===== config.mk =====
export PLATFORM = sky130hd
export DESIGN_NAME = sc_char_unit
export DESIGN_NICKNAME = d
export VERILOG_FILES = /design/src/rtl/sc_char_unit.sv
export SDC_FILE = /design/constraint.sdc
export NUM_CORES = 1
export LEC_CHECK = 0
export ABC_AREA = 0
export BUFFER_PORTS_ARGS = -buffer_cell sky130_fd_sc_hd__buf_2
export CORE_UTILIZATION = 55
export CTS_BUF_LIST = sky130_fd_sc_hd__clkbuf_16
export DETAILED_ROUTE_END_ITERATION = 8
export PLACE_DENSITY = 0.78
export SYNTH_ARGS = -nofsm -noshare
export SYNTH_HDL_FRONTEND = slang
export SYNTH_SLANG_ARGS = --single-unit

===== constraint.sdc =====
create_clock -name clk -period 4.3 [get_ports clk]
set_input_delay 0.86 -clock clk [delete_from_list [all_inputs] [get_ports clk]]
set_output_delay 0.86 -clock clk [all_outputs]
set_load 0.02 [all_outputs]

===== src/rtl/sc_char_unit.sv =====
module sc_char_unit #(
  parameter int RATE_W = 8,
  parameter int PRE_W  = 2
) (
  input  logic              clk,
  input  logic              rst_n,
  input  logic              cfg_msb_first,
  input  logic              cfg_invert,
  input  logic              cfg_odd_parity,
  input  logic              cfg_gsm,
  input  logic [1:0]        cfg_clk_en,
  input  logic [PRE_W-1:0]  cfg_prescale,
  input  logic [RATE_W-1:0] cfg_rate,
  input  logic              tx_wr,
  input  logic [7:0]        tx_data,
  input  logic              rx_rd,
  input  logic              err_clr,
  input  logic              io_in,
  output logic              io_oe,
  output logic              card_clk,
  output logic [7:0]        rx_data,
  output logic              tx_empty,
  output logic              tx_end,
  output logic              rx_full,
  output logic              overrun,
  output logic              parity_err,
  output logic              err_sig
);
  localparam int CNT_W = RATE_W + 2 * ((1 << PRE_W) - 1) + 1;

  typedef enum logic [1:0] {S_IDLE, S_TX, S_RX} st_t;
  st_t st;

  logic [CNT_W-1:0] cnt, period;
  logic [3:0] bitn;
  logic [7:0] tx_hold, sh;
  logic perr, tx_err, bit_end, mid, tx_line, rbit;
  logic [2:0] bidx, pos;

  assign period  = (CNT_W'(cfg_rate) + CNT_W'(1)) << {cfg_prescale, 1'b0};
  assign bit_end = cnt == period - CNT_W'(1);
  assign mid     = cnt == (period >> 1);
  assign bidx    = bitn[2:0] - 3'd1;
  assign pos     = cfg_msb_first ? ~bidx : bidx;
  assign rbit    = io_in ^ cfg_invert;

  always_comb begin
    if (bitn == 4'd0)      tx_line = 1'b0;
    else if (bitn <= 4'd8) tx_line = tx_hold[pos] ^ cfg_invert;
    else if (bitn == 4'd9) tx_line = ^tx_hold ^ cfg_odd_parity ^ cfg_invert;
    else                   tx_line = 1'b1;
  end

  assign io_oe = (st == S_TX && !tx_line) || (st == S_RX && bitn == 4'd10 && perr);

  always_ff @(posedge clk or negedge rst_n) begin
    if (!rst_n) card_clk <= 1'b0;
    else        card_clk <= cfg_clk_en[0] ? ~card_clk : (cfg_gsm & cfg_clk_en[1]);
  end

  always_ff @(posedge clk or negedge rst_n) begin
    if (!rst_n) begin
      st <= S_IDLE;
      cnt <= '0;
      bitn <= '0;
      tx_hold <= '0;
      sh <= '0;
      perr <= 1'b0;
      tx_err <= 1'b0;
      rx_data <= '0;
      tx_empty <= 1'b1;
      tx_end <= 1'b0;
      rx_full <= 1'b0;
      overrun <= 1'b0;
      parity_err <= 1'b0;
      err_sig <= 1'b0;
    end else begin
      if (rx_rd) rx_full <= 1'b0;
      if (err_clr) begin
        overrun <= 1'b0;
        parity_err <= 1'b0;
        err_sig <= 1'b0;
        tx_end <= 1'b0;
      end
      if (tx_wr && tx_empty) begin
        tx_hold <= tx_data;
        tx_empty <= 1'b0;
        tx_end <= 1'b0;
      end
      if (st == S_IDLE) begin
        cnt <= '0;
        bitn <= '0;
        perr <= 1'b0;
        tx_err <= 1'b0;
        if (!tx_empty)  st <= S_TX;
        else if (!io_in) st <= S_RX;
      end else begin
        if (bit_end) begin
          cnt <= '0;
          bitn <= bitn + 4'd1;
        end else begin
          cnt <= cnt + CNT_W'(1);
        end
        if (bitn == 4'd11 && bit_end) st <= S_IDLE;
        if (st == S_TX) begin
          if (bitn == 4'd10 && mid && !io_in) tx_err <= 1'b1;
          if (bitn == 4'd11 && bit_end) begin
            tx_empty <= 1'b1;
            if (tx_err) err_sig <= 1'b1;
            else        tx_end <= 1'b1;
          end
        end else begin
          if (bitn == 4'd0 && mid && io_in) st <= S_IDLE;
          if (mid && bitn >= 4'd1 && bitn <= 4'd8)
            sh <= cfg_msb_first ? {sh[6:0], rbit} : {rbit, sh[7:1]};
          if (mid && bitn == 4'd9) perr <= rbit != (^sh ^ cfg_odd_parity);
          if (bitn == 4'd9 && bit_end) begin
            if (perr) parity_err <= 1'b1;
            else if (rx_full && !rx_rd) overrun <= 1'b1;
            else begin
              rx_data <= sh;
              rx_full <= 1'b1;
            end
          end
        end
      end
    end
  end

  assert_rx_hold_R9: assert property (@(posedge clk) disable iff (!rst_n)
    rx_full && !rx_rd |=> rx_full && $stable(rx_data));
  assert_idle_quiet_R8: assert property (@(posedge clk) disable iff (!rst_n)
    st == S_IDLE |-> !io_oe);
  assert_start_low_R3: assert property (@(posedge clk) disable iff (!rst_n)
    st == S_TX && bitn == 4'd0 |-> io_oe);
  assert_busy_write_R6: assert property (@(posedge clk) disable iff (!rst_n)
    tx_wr && !tx_empty |=> $stable(tx_hold));
  assert_done_flag_R5: assert property (@(posedge clk) disable iff (!rst_n)
    $rose(tx_empty) |-> tx_end || err_sig);
  assert_clk_run_R10: assert property (@(posedge clk) disable iff (!rst_n)
    cfg_clk_en[0] |=> card_clk != $past(card_clk));
  assert_clk_off_R10: assert property (@(posedge clk) disable iff (!rst_n)
    !cfg_clk_en[0] && !cfg_gsm |=> !card_clk);
endmodule


==> results.toml <==
[job]
drv_cap = 0

[timing]
grt_setup_unrepaired = "no"
slew_viol_final = 0
hold_violations = 0
setup_violations = 0
tns_ns = 0
finalCritPeriodShare_pct = 93.5
worst_pin_slew_ns = 0.600
fmax_ghz = 0.249
min_period_ns = 4.02
finalClockSkew_ns = 0.00858
hold_slack_ns = 0.376
relSlewSlack_pct = 60.0

[yosys]
synth_area_sq_mm = 0.00408
syn_nets = 473
netlist_top_cells_area = "dfrtp_1 (33%), xnor2_1 (12%), xor2_1 (4.1%)"
ys_seq_area_share_pct = 33.2
ys.flop_type = "dfrtp_1"
synth.avg_cell_area_sq_um = 9.37
ys_types = 68
async_flop_share_pct = 100
synth_seq_cells = 54
synth_warnings = 0
synth_edf_count = 0
synthCells = 435
yosysTopAreaCell = "dfrtp_1"
synth_top_area_share_pct = 32.5

[cts]
cts_made_buffers = 5
cts_resized = 0
post_cts_buffers = 0
path_clk_slew_ns = 0.07
cts_num_sinks = 54
cts_hold_buffers = 0
cts_tree = "done"
clockRootBuffer = "clkbuf_16"
clk_path_buf_depth = 2
htreeDepth = 2
clk_latency_ns = 0.29

[hold_path]
hold_class = "input pin to asynchronous set/reset pin"

[power]
seqPwrFrac_pct = 41.1
max-vdd-ir-drop_uv = 201
p_switching_mw = 0.488
combPwrFrac_pct = 28.9
power_density_mw_per_mm2 = 335
p_leak_nw = 1.96
internal-power_mw = 1.04
switching_share_pct = 31.8
pwr-share-clk_pct = 30.0

[worst_setup_path]
cp.arrival_ns = 4.20
critPathRequiredTime_ns = 4.48
cp_slowest_cell = "or3_1"
worstSetupEndpointType = "register"
path_class = "input pin to register"
critPathLaunchType = "input pin"
cp_max_fo = 8
reg2reg_depth = 9
max_stage_delay_ns = 0.39
path_cells = "buf_2 -> ha_1 -> xor2_1 -> o21ai_2 -> and2_1 -> o211ai_1 -> nor4_4 -> nand2_2 -> or3_1 -> o211a_1 -> nor4_2 -> and4_1 -> buf_4 -> mux2_4"

[place]
numPortBuffers = 45
gp_congestion = 0.893
dp_hpwl_um = 6640
place_area_sq_mm = 0.00441

[global_routing]
grt_pass1_wl_um = 14300
grt_pass1_vias = 3098
grt_overflow_total = 0
antenna_found_initial = 0
grt_max_degree = 49
grt_use_total_pct = 23.5

[detailed_routing]
routedWlPerCell_um = 15.0
drc = 0
wirelength_um = 8670
num_vias = 3275
ant_nets = 0
drtIter0Drc = 144
via_per_inst = 5.69
drt_first_pass_iters = 4

[floorplan]
fp-row-count = 31
die_y_um = 88.1
ioPinCount = 46
die_area_sq_mm = 0.00776
core_area_sq_mm = 0.00721
die_w_um = 88.1
start_util_pct = 56.5

[cells_and_area]
final_nets = 514
drive_gt1_share_pct = 22.4
syn_to_final_growth_pct = 12.2
final_area_sq_mm = 0.00458
n_antenna_cell = 0
post-route-util_pct = 63.4

[run_status]
status = "completed"
-- flip-flops by register name (all words and copies together), names as in the netlist, 2 cells and up --
name,flops
tx_hold,8
bitn,4
cnt,15
st,2
sh,8
rx_data,8
-- per-stage QoR --
stage	worst slack (ns)	power (mW)	cells
floorplan	0.229	0.977	435
global placement	0.186	1.06	568
detailed placement	-0.0148	1.08	568
CTS	0.283	1.54	576
global route	0.0856	1.61	576
finish	0.280	1.53	576
-- cell usage after synthesis, drive strengths merged (5+ instances only) --
master / n
xnor2: 56
mux2i: 10
xor2: 19
inv: 19
mux2: 18
nand2: 36
nor2: 38
nand3: 21
nand4: 7
ha: 8
dfrtp: 53
and3: 6
a21oi: 12
o21ai: 22
nand2b: 5
mux4: 5
buf: 9
nor4: 5
nor3: 12
clkbuf: 15
o22ai: 6
-- worst paths after layout --
kind,to,from,slack [ns]
worst max-delay path,rx_data[6]$_DFFE_PN0P_,cfg_rate[1],0.28
worst min-delay path,rx_data[3]$_DFFE_PN0P_,rst_n,0.38
worst max register to register,rx_data[6]$_DFFE_PN0P_,cnt[11]$_DFF_PN0_,1.65
worst min register to register,card_clk$_DFF_PN0_,card_clk$_DFF_PN0_,0.45
max in group asynchronous,cnt[3]$_DFF_PN0_,rst_n,3.11
min in group clk,card_clk$_DFF_PN0_,card_clk$_DFF_PN0_,0.45
-- worst max-delay path: cells and delay by family --
family                   cells  cell delay (ns)
buffers and inverters        2             0.32
AO/OA/AOI/OAI                3             0.55
XOR/XNOR                     1             0.24
AND/OR/NAND/NOR              6             1.65
adder cells (fa/ha/maj)      1             0.26
multiplexers                 1             0.31
-- cell families (layout without fill, tap and decap cells) --
group / after synthesis / count (layout) / share of synthesized area (%)
AOI/OAI and AO/OA: 71 / 71 / 13.1
xor gates and xnor gates: 75 / 75 / 16.3
adders and majority gates: 8 / 8 / 2.45
buffers and inverters: 43 / 85 / 4.57
DFF: 54 / 54 / 33.2
muxes: 33 / 33 / 10.9
and+or+nand+nor: 151 / 151 / 19.5
-- power by group through the flow --
stage               combinational (mW)  sequential, mW  clock [mW]
global placement                 0.426           0.635           0
floorplan                        0.384           0.593           0
global route                     0.489           0.640       0.485
detailed placement               0.438           0.640           0
CTS                              0.444           0.630       0.463
finish                           0.443           0.630       0.459
-- layout make-up --
| class | count | area (sq um) |
|---|---|---|
| Sequential cell | 54 | 1350 |
| Clock buffer | 5 | 125 |
| Tap cell | 99 | 124 |
| Multi-Input combinational cell | 338 | 2540 |
| Inverter | 19 | 71.3 |
| Clock inverter | 3 | 42.5 |
| Fill cell | 612 | 2640 |
| Timing Repair Buffer | 58 | 323 |
-- metal layers --
layer	GRT usage, %	up-vias	part of all wire (%)
met1	30.8	1587	45
met4	5.72	0	1.1
met3	3.68	10	3.9
met5	0	-	0
li1	-	1601	-
met2	40.7	77	50
-- placed cells by master (no fill, tap or decap), types with 4 or more instances in the layout --
cell and n:
inv_1 19, mux2_2 10, nand3_1 20, nand2b_1 5, and3_1 6, nand2_1 35, mux2i_1 10, buf_2 45
xnor2_1 55, nor3_1 10, nor2_1 37, mux2_4 8, nand4_1 7, dfrtp_1 53, o211ai_1 4, o21ai_0 14
clkbuf_16 5, buf_4 13, o21ai_1 7, ha_1 8, a21oi_1 11, mux4_2 5, xor2_1 19
(Power assumes the default switching activity.)
